### src/rtl/cfgport_pkg.sv
package cfgport_pkg;

  localparam int KEY_W     = 16;
  localparam int IDX_W     = 14;
  localparam int BUS_BYTES = 8;

  typedef enum logic [1:0] {
    ACC_B = 2'd0,
    ACC_H = 2'd1,
    ACC_W = 2'd2,
    ACC_D = 2'd3
  } acc_size_e;

  typedef enum logic [1:0] {
    RG_DATA = 2'd0,
    RG_KEY  = 2'd1,
    RG_DMA  = 2'd2,
    RG_NONE = 2'd3
  } win_reg_e;

  typedef struct packed {
    logic             present;
    logic             arch;
    logic [IDX_W-1:0] idx;
  } key_info_t;

  function automatic logic [7:0] sig_byte(input logic [1:0] pos);
    case (pos)
      2'd0:    sig_byte = 8'h4B;
      2'd1:    sig_byte = 8'h43;
      2'd2:    sig_byte = 8'h46;
      default: sig_byte = 8'h47;
    endcase
  endfunction

endpackage

### src/rtl/cfg_key_decode.sv
module cfg_key_decode
  import cfgport_pkg::*;
#(
  parameter int NUM_GEN  = 6,
  parameter int NUM_ARCH = 3
) (
  input  logic [KEY_W-1:0] key,
  output key_info_t        info
);

  logic             arch;
  logic [IDX_W-1:0] idx;

  assign arch = key[15];
  assign idx  = key[IDX_W-1:0];

  always_comb begin
    info.arch = arch;
    info.idx  = idx;
    if (arch) info.present = (int'(idx) < NUM_ARCH);
    else      info.present = (int'(idx) < NUM_GEN);
  end

endmodule

### src/rtl/cfg_item_store.sv
module cfg_item_store
  import cfgport_pkg::*;
#(
  parameter int OFF_W    = 8,
  parameter bit FEAT_DMA = 1'b0
) (
  input  key_info_t              info,
  input  logic [OFF_W-1:0]       off,
  output logic [OFF_W-1:0]       len,
  output logic [8*BUS_BYTES-1:0] lanes
);

  always_comb begin
    if (!info.present)
      len = '0;
    else if (info.arch)
      len = OFF_W'(3 + 2 * int'(info.idx));
    else if (int'(info.idx) < 2)
      len = OFF_W'(4);
    else
      len = OFF_W'(5 * int'(info.idx));
  end

  for (genvar k = 0; k < BUS_BYTES; k++) begin : g_lane
    logic [OFF_W:0] pos;
    logic [7:0]     raw;

    assign pos = {1'b0, off} + (OFF_W+1)'(k);

    always_comb begin
      if (!info.present)
        raw = 8'h00;
      else if (info.arch)
        raw = 8'(128 + 32 * int'(info.idx) + int'(pos));
      else if (int'(info.idx) == 0)
        raw = sig_byte(pos[1:0]);
      else if (int'(info.idx) == 1)
        raw = (pos == '0) ? {6'b0, FEAT_DMA, 1'b1} : 8'h00;
      else
        raw = 8'(16 * int'(info.idx) + int'(pos));
    end

    assign lanes[8*k +: 8] = (pos < {1'b0, len}) ? raw : 8'h00;
  end

endmodule

### src/rtl/cfg_cursor.sv
module cfg_cursor
  import cfgport_pkg::*;
#(
  parameter int OFF_W = 8
) (
  input  logic             clk,
  input  logic             rst_n,
  input  logic             key_we,
  input  logic [KEY_W-1:0] key_in,
  input  logic             step_en,
  input  logic [3:0]       step_n,
  output logic [KEY_W-1:0] key_q,
  output logic [OFF_W-1:0] off_q
);

  logic [KEY_W-1:0] key_d;
  logic [OFF_W-1:0] off_d;
  logic [OFF_W:0]   sum;
  logic             upd_en;

  assign sum    = {1'b0, off_q} + (OFF_W+1)'(step_n);
  assign upd_en = key_we | step_en;

  always_comb begin
    key_d = key_q;
    off_d = off_q;
    if (key_we) begin
      key_d = key_in;
      off_d = '0;
    end else if (step_en) begin
      off_d = sum[OFF_W] ? '1 : sum[OFF_W-1:0];
    end
  end

  always_ff @(posedge clk or negedge rst_n) begin
    if (!rst_n) begin
      key_q <= '0;
      off_q <= '0;
    end else if (upd_en) begin
      key_q <= key_d;
      off_q <= off_d;
    end
  end

endmodule

### src/rtl/cfgitem_port.sv
module cfgitem_port
  import cfgport_pkg::*;
#(
  parameter int NUM_GEN  = 6,
  parameter int NUM_ARCH = 3,
  parameter int OFF_W    = 8,
  parameter bit FEAT_DMA = 1'b0
) (
  input  logic        clk,
  input  logic        rst_n,
  input  logic        bus_req,
  input  logic        bus_we,
  input  logic [4:0]  bus_addr,
  input  logic [1:0]  bus_size,
  input  logic [63:0] bus_wdata,
  output logic [63:0] bus_rdata,
  output logic        bus_rvalid
);

  localparam int DW = 8 * BUS_BYTES;

  logic [1:0]       rst_pipe;
  logic             rst_sync_n;
  win_reg_e         region;
  logic             lane_zero;
  logic [3:0]       nbytes;
  logic             rd_req;
  logic             data_rd;
  logic             key_wr;
  logic [KEY_W-1:0] key_in;
  logic [KEY_W-1:0] cur_key;
  logic [OFF_W-1:0] cur_off;
  logic [OFF_W-1:0] item_len;
  key_info_t        info;
  logic [DW-1:0]    lanes;
  logic [DW-1:0]    size_mask;
  logic [DW-1:0]    rdata_d;
  logic [DW-1:0]    rdata_q;
  logic             rvalid_d;
  logic             rvalid_q;

  // reset: asserted at once, released through two flops
  always_ff @(posedge clk or negedge rst_n) begin
    if (!rst_n) rst_pipe <= 2'b00;
    else        rst_pipe <= {rst_pipe[0], 1'b1};
  end
  assign rst_sync_n = rst_pipe[1];

  // window decode
  assign region    = win_reg_e'(bus_addr[4:3]);
  assign lane_zero = (bus_addr[2:0] == 3'd0);
  assign nbytes    = 4'd1 << bus_size;
  assign rd_req    = bus_req & ~bus_we;
  assign data_rd   = rd_req & lane_zero & (region == RG_DATA);
  assign key_wr    = bus_req & bus_we & lane_zero & (region == RG_KEY) &
                     (acc_size_e'(bus_size) == ACC_H);
  assign key_in    = {bus_wdata[7:0], bus_wdata[15:8]};

  cfg_cursor #(.OFF_W(OFF_W)) u_cursor (
    .clk     (clk),
    .rst_n   (rst_sync_n),
    .key_we  (key_wr),
    .key_in  (key_in),
    .step_en (data_rd),
    .step_n  (nbytes),
    .key_q   (cur_key),
    .off_q   (cur_off)
  );

  cfg_key_decode #(.NUM_GEN(NUM_GEN), .NUM_ARCH(NUM_ARCH)) u_decode (
    .key  (cur_key),
    .info (info)
  );

  cfg_item_store #(.OFF_W(OFF_W), .FEAT_DMA(FEAT_DMA)) u_store (
    .info  (info),
    .off   (cur_off),
    .len   (item_len),
    .lanes (lanes)
  );

  for (genvar k = 0; k < BUS_BYTES; k++) begin : g_mask
    assign size_mask[8*k +: 8] = (k < int'(nbytes)) ? 8'hFF : 8'h00;
  end

  // response stage
  assign rdata_d  = data_rd ? (lanes & size_mask) : '0;
  assign rvalid_d = rd_req;

  always_ff @(posedge clk or negedge rst_sync_n) begin
    if (!rst_sync_n) begin
      rvalid_q <= 1'b0;
      rdata_q  <= '0;
    end else begin
      rvalid_q <= rvalid_d;
      if (rd_req) rdata_q <= rdata_d;
    end
  end

  assign bus_rdata  = rdata_q;
  assign bus_rvalid = rvalid_q;

endmodule

### config.mk
export PLATFORM = sky130hd
export DESIGN_NAME = cfgitem_port
export DESIGN_NICKNAME = d
export VERILOG_FILES = /design/src/rtl/cfgport_pkg.sv /design/src/rtl/cfg_key_decode.sv /design/src/rtl/cfg_item_store.sv /design/src/rtl/cfg_cursor.sv /design/src/rtl/cfgitem_port.sv
export SDC_FILE = /design/constraint.sdc
export NUM_CORES = 1
export LEC_CHECK = 0
export ABC_AREA = 1
export BUFFER_PORTS_ARGS = -buffer_cell sky130_fd_sc_hd__buf_2
export CAP_MARGIN = 15
export CORE_ASPECT_RATIO = 1.1
export CORE_UTILIZATION = 42
export CTS_CLUSTER_DIAMETER = 60
export DETAILED_ROUTE_END_ITERATION = 10
export GPL_TIMING_DRIVEN = 0
export HOLD_SLACK_MARGIN = 0.15
export PLACE_DENSITY = 0.74
export SLEW_MARGIN = 10
export SYNTH_ARGS = -nofsm -noshare
export SYNTH_HDL_FRONTEND = slang
export SYNTH_SLANG_ARGS = --single-unit
### constraint.sdc
create_clock -name clk -period 3.3 [get_ports clk]
set_clock_uncertainty 0.2 [all_clocks]
set_input_delay 0 -clock clk [delete_from_list [all_inputs] [get_ports clk]]
set_output_delay 0 -clock clk [all_outputs]
set_load 0.01 [all_outputs]
Yosys cells after proc, flatten, opt, wreduce, memory -nomap -nowiden
Cells that the tools add are included.
{"block": "word_totals", "regBits": 91, "out_inout_bits": 65, "word_cells": 175}
{"block": "op_classes", "add_sub_neg": 26, "n_mul": 1, "magnitude_cmp": 19, "eq_ne": 19, "n_shift": 1, "muxes": 72, "n_bitwise": 10, "reduce_logical": 22}
{"cell": "8-bit two-way mux", "n": 54}
{"cell": "8-bit adder", "n": 16}
{"cell": "4-bit one-hot mux with 3 select lines", "n": 8}
{"cell": "9-bit zero test", "n": 8}
{"cell": "64-bit bitwise AND", "n": 1}
{"cell": "64-bit two-way mux", "n": 1}
{"cell": "9-bit by 8-bit less-than comparator with 1-bit output", "n": 7}
{"cell": "8-bit by 3-bit adder with 9-bit output, second input constant", "n": 4}
{"cell": "14-bit by 2-bit less-than comparator with 1-bit output, second input constant", "n": 2}
{"cell": "2-bit by 1-bit equality test with 1-bit output, second input constant", "n": 10}
{"cell": "8-bit by 2-bit adder with 9-bit output, second input constant", "n": 2}
{"cell": "2-bit zero test", "n": 9}
{"cell": "2-bit equality test, second input constant", "n": 8}
{"cell": "3-bit by 4-bit less-than comparator with 1-bit output, first input constant", "n": 4}
{"cell": "14-bit by 2-bit equality test with 1-bit output, second input constant", "n": 1}
{"cell": "14-bit zero test", "n": 1}
{"cell": "14-bit by 3-bit less-than comparator with 1-bit output, second input constant", "n": 1}
{"cell": "3-bit by 14-bit multiplier with 8-bit output, first input constant", "n": 1}
{"cell": "8-bit by 1-bit adder with 9-bit output, second input constant", "n": 1}
{"cell": "8-bit by 4-bit adder with 9-bit output", "n": 1}
{"cell": "1-bit two-way mux", "n": 9}
{"cell": "2-bit by 8-bit adder with 8-bit output, first input constant", "n": 1}
{"cell": "8-bit adder, first input constant", "n": 1}
{"cell": "1-bit by 4-bit less-than comparator with 1-bit output, first input constant", "n": 2}
{"cell": "9 further kinds", "n": 17}

Depth between registers and ports, before layout
{"block": "logic_depth", "ltp_word": 10, "depth_mapped": 22}

Modules after synthesis
Synthesis repeated with hierarchy kept, for this count alone.
{"block": "unflattened", "cells_unflattened": 1477, "hier_area_um2": 10103.4}
{"module": "cfg_item_store", "n_inst": 1, "cells_each": 867, "area_each_um2": 5505.3}
{"module": "cfgitem_port", "n_inst": 1, "cells_each": 422, "area_each_um2": 3163.0}
{"module": "cfg_cursor", "n_inst": 1, "cells_each": 156, "area_each_um2": 1255.0}
{"module": "cfg_key_decode", "n_inst": 1, "cells_each": 32, "area_each_um2": 180.2}

Least setup slack after synthesis
Ideal clock, no wire load.
{"block": "synth_timing", "path_kind": "register to register", "start": "register u_cursor.key_q[1]", "end": "register rdata_q[0] (netlist: bus_rdata[0])", "setup_ns": 0.067, "arrival_ns": 3.304, "required_ns": 3.033, "slack_ns": -0.271, "path_stages_with_launch": 18, "period_less_slack_ns": 3.571, "path_cell_list": "dfrtp_1 ha_1 ha_1 fa_1 nand2_1 nand2_1 nand2_1 nand2_1 nand3_1 nand3_1 nand2_1 nand2_1 ha_1 nand2_1 nor2_1 a211oi_1 nand3_1 nand2_1"}
{"block": "synth_via", "elab_chain_len": 8, "elab_cells_between_ends": 19}
{"item": "start: declaration", "line_no": "cfg_cursor.sv:12", "source": "output logic [KEY_W-1:0] key_q,"}
{"item": "start signal: assignment", "line_no": "cfg_cursor.sv:40", "source": "key_q <= key_d;"}
{"item": "3-bit by 14-bit multiplier with 8-bit output, or another cell as far along", "line_no": "cfg_item_store.sv:21", "source": "len = OFF_W'(5 * int'(info.idx));"}
{"item": "8-bit two-way mux, on equally long branches", "line_no": "cfg_item_store.sv:18, cfg_item_store.sv:37"}
{"item": "8-bit two-way mux, on equally long branches", "line_no": "cfg_item_store.sv:16, cfg_item_store.sv:35"}
{"item": "8-bit two-way mux, on equally long branches", "line_no": "cfg_item_store.sv:14, cfg_item_store.sv:33"}
{"item": "8-bit less-than comparator / 8-bit two-way mux (equally long branches)", "line_no": "cfg_item_store.sv:43, cfg_item_store.sv:31"}
{"item": "8-bit two-way mux *", "line_no": "cfg_item_store.sv:43", "source": "assign lanes[8*k +: 8] = (pos < {1'b0, len}) ? raw : 8'h00;"}
{"item": "64-bit bitwise AND *", "line_no": "cfgitem_port.sv:87", "source": "assign rdata_d = data_rd ? (lanes & size_mask) : '0;"}
{"item": "64-bit two-way mux *", "line_no": "cfgitem_port.sv:87"}
{"item": "end signal: assignment", "line_no": "cfgitem_port.sv:96", "source": "if (rd_req) rdata_q <= rdata_d;"}
{"item": "end: declaration", "line_no": "cfgitem_port.sv:38", "source": "logic [DW-1:0] rdata_q;"}
Mark *: on every way between the ends. The rest lies on a longest branch, timed or not.
A chain may end at the register's enable or synchronous reset.

Worst setup path in the final report
{"block": "layout_timing", "start": "register u_cursor.key_q[1]", "end": "register rdata_q[32] (netlist: bus_rdata[32])"}
{"block": "layout_via", "elab_chain_len": 8, "elab_cells_between_ends": 19}
{"item": "3-bit by 14-bit multiplier with 8-bit output, or another cell as far along", "line_no": "cfg_item_store.sv:21"}
{"item": "8-bit two-way mux, on equally long branches", "line_no": "cfg_item_store.sv:18, cfg_item_store.sv:37"}
{"item": "8-bit two-way mux, on equally long branches", "line_no": "cfg_item_store.sv:16, cfg_item_store.sv:35"}
{"item": "8-bit two-way mux, on equally long branches", "line_no": "cfg_item_store.sv:14, cfg_item_store.sv:33"}
{"item": "9-bit by 8-bit less-than comparator with 1-bit output / 8-bit two-way mux (equally long branches)", "line_no": "cfg_item_store.sv:43, cfg_item_store.sv:31"}
{"item": "8-bit two-way mux *", "line_no": "cfg_item_store.sv:43"}
{"item": "64-bit bitwise AND *", "line_no": "cfgitem_port.sv:87"}
{"item": "64-bit two-way mux *", "line_no": "cfgitem_port.sv:87"}
Marked as above.

==> flow_metrics.tcl <==
set metrics [dict create \
    cp_cell_sequence "ha_4 -> ha_4 -> fa_2 -> nand2_1 -> nand2_1 -> nand2_1 -> nand2_1 -> nand3_2 -> nand3_2 -> nand2_4 -> nand2_8 -> ha_4 -> nand4_1 -> nor4_2 -> nand2_1 -> nand2_2 -> inv_2 -> nand4_1 -> nand2_1" \
    whs_ps 172 \
    clk_latency_ps 370 \
    clockBufferDepth 2 \
    io_buffer_count 90 \
    cp-end-kind "flop" \
    grt-ovfl-total 0 \
    dr.pass1.iters 5 \
    drt_iter0_markers 954 \
    drv_cap 0 \
    leakage_nw 6.18 \
    path_max_fanout 4 \
    fin_crit_ps 3430 \
    powerDensity_nw_per_um2 569 \
    ir_worst_vdd_v 0.000293 \
    htree_levels 3 \
    vias_per_cell 5.63 \
    drc 0 \
    synth_flop_cell "dfrtp_1" \
    diodes 0 \
    critPathArrivalTime_ps 3480 \
    max_slew_margin 0.269 \
    ys_warn_count 0 \
    synthArstFlopShare 1.00 \
    violations "setup timing" \
    rsz0062_at_grt "true" \
    fin_util 0.586 \
    finalCritPeriodShare 1.04 \
    worst_slack_ps -131 \
    clk_pin_slew_ps 70 \
    hold_path.class "reg2reg" \
    dieWidth_um 142 \
    synthToLayoutAreaGrowth_pct 35.3 \
    core_um2 20900 \
    fin_setup_tns_ps -890 \
    grt_pass1_wl_mm 55.6 \
    layout.nets 1668 \
    numClockSinks 90 \
    ys_ff_latch 90 \
    die_h_um 156 \
    setup_viol 9 \
    cpMostUsedCell "nand2_1" \
    max_stage_delay_ps 490 \
    post_drt_wl_per_cell_um 21.4 \
    tightest_slew_ps 1100 \
    grt_pass1_vias 9353 \
    cts_buffers 9 \
    io_pins 140 \
    placed_cell_area_um2 9910 \
    synth.avg_cell_area_um2 7.21 \
    die_area_um2 22100 \
    synth.distinct_cells 47 \
    grt_max_degree 53 \
    synthCells 1252 \
    dp_slack_ps -1490 \
    drive_gt1_frac 0.293 \
    synth_edf_count 0 \
    cts_tree "yes" \
    synth_fp_nets 1455 \
    hold_violations 0 \
    antenna_found_initial 0 \
    path_class "reg2reg" \
    start_util 0.433 \
    synth_seq_area_share 0.249 \
    crit_required_ps 3350 \
    cts-root-buf "clkbuf_16" \
    place_congestion 1.04 \
    dp_hpwl_mm 25.8 \
    syn_area_um2 9030 \
    start_kind "flop" \
    wirelength_mm 37.6 \
    stdcell_area_um2 12200 \
    rows 55 \
    fmax_mhz 291 \
    status "finished with violations" \
    vias 9880 \
    drv_slew 0 \
    grtUsageTotal 0.345 \
    drtAntennaViolNets 0 \
    slowest_stage "dfrtp_4" \
]
## repair_timing
item,in CTS,in global routing
hold buffers,40,0
buffers inserted,49,25
pin swaps,30,71
resized for setup,93,144
setup endpoints to repair,64,65
endpoints found under the hold margin,63,0
## per-stage QoR
stage               cells  total power, mW
CTS                  1732             6.26
detailed placement   1628             4.71
floorplan            1252             3.64
global route         1755             7.38
global placement     1627             4.64
finish               1755             6.96
## final timing paths
check                             startpoint       endpoint  slack [ps]  cells after the start
setup / recovery           u_cursor.key_q[1]  bus_rdata[32]        -130                     19
hold / removal                   rst_pipe[0]    rst_pipe[1]         170                      0
setup reg to reg           u_cursor.key_q[1]  bus_rdata[32]        -130                     19
hold reg to reg                  rst_pipe[0]    rst_pipe[1]         170                      0
max in group asynchronous        rst_pipe[1]  bus_rdata[22]        1730                      1
min in group asynchronous              rst_n    rst_pipe[0]         290                      3
## critical path: cells and delay by family (launching register included)
family	cells	cell delay [ps]
AND/OR/NAND/NOR	14	1530
adder cells (fa/ha/maj)	4	1020
flip-flops	1	490
buffers and inverters	1	60
## layout by cell type (no fill, tap or decap), drive strengths merged, types with 2 or more instances in the layout
master,n
nand2,353
buf,184
inv,134
nand3,121
nor2,120
ha,110
dfrtp,90
o21ai,66
a21oi,53
dlygate4sd3,39
xor2,39
a211oi,22
clkbuf,20
fa,18
mux2,15
nor3,15
xnor2,14
nand4,10
clkinvlp,6
nand3b,5
o22ai,5
o211ai,4
nor4,4
clkinv,4
a21o,3
o31ai,3
nor3b,2
o211a,2
or2,2
o2111a,2
## layout make-up
cell class	count	area, um2
Buffer	31	203
Fill cell	1907	8630
Inverter	138	548
Multi-Input combinational cell	992	7010
Timing Repair Buffer	203	1520
Clock inverter	7	76.3
Clock buffer	9	225
Tap cell	285	357
Sequential cell	90	2280
## sequential cells by signal, indices dropped and copies added, names as in the netlist
signal	flops
rst_pipe	2
u_cursor.key_q	15
u_cursor.off_q	8
bus_rvalid	1
bus_rdata	64
## cells in the mapped netlist, types with 3 or more instances
cell,instances,area (um2)
a211oi_1,18,135
a211oi_2,4,50.1
a21o_1,3,22.5
a21oi_1,50,250
a21oi_2,3,26.3
buf_1,4,15.0
buf_2,6,30.0
buf_4,7,52.6
buf_6,3,33.8
clkbuf_1,12,45.0
dfrtp_1,90,2250
fa_1,18,360
ha_1,110,1380
inv_1,130,488
inv_2,7,26.3
mux2_2,15,169
nand2_1,338,1270
nand2_2,13,81.3
nand3_1,118,591
nand3_2,3,30.0
nand3b_1,5,37.5
nand4_1,10,62.6
nor2_1,112,420
nor2_2,3,18.8
nor2_4,4,45.0
nor3_1,14,70.1
nor4_1,4,25.0
o211ai_1,4,30.0
o21ai_0,65,325
o22ai_1,5,31.3
o31ai_1,3,22.5
xnor2_1,13,114
xor2_1,39,342
## where the power goes
| group | switching, mW | total, mW | internal (mW) |
|---|---|---|---|
| registers | 0.0618 | 1.21 | 1.15 |
| clock network | 0.506 | 1.10 | 0.593 |
| logic | 2.99 | 4.65 | 1.66 |
| total | 3.55 | 6.96 | 3.40 |
## layer usage
layer / GRT usage / share of wire / vias up
met2: 0.538 / 0.45 / 547
met5: 0 / 0 / -
met3: 0.0586 / 0.093 / 120
met1: 0.446 / 0.40 / 4676
met4: 0.210 / 0.059 / 0
li1: - / - / 4537
## logic make-up after synthesis
family / count (synthesis) / share of synthesized area
AND/OR/NAND/NOR: 633 / 0.304
other: 1 / 0.000415
AO/OA/AOI/OAI: 162 / 0.106
multiplexers: 15 / 0.0187
XOR/XNOR: 53 / 0.0522
buffers and inverters: 170 / 0.0769
adder cells (fa/ha/maj): 128 / 0.192
flip-flops: 90 / 0.249
No activity file was read; power rests on OpenSTA's default activity.
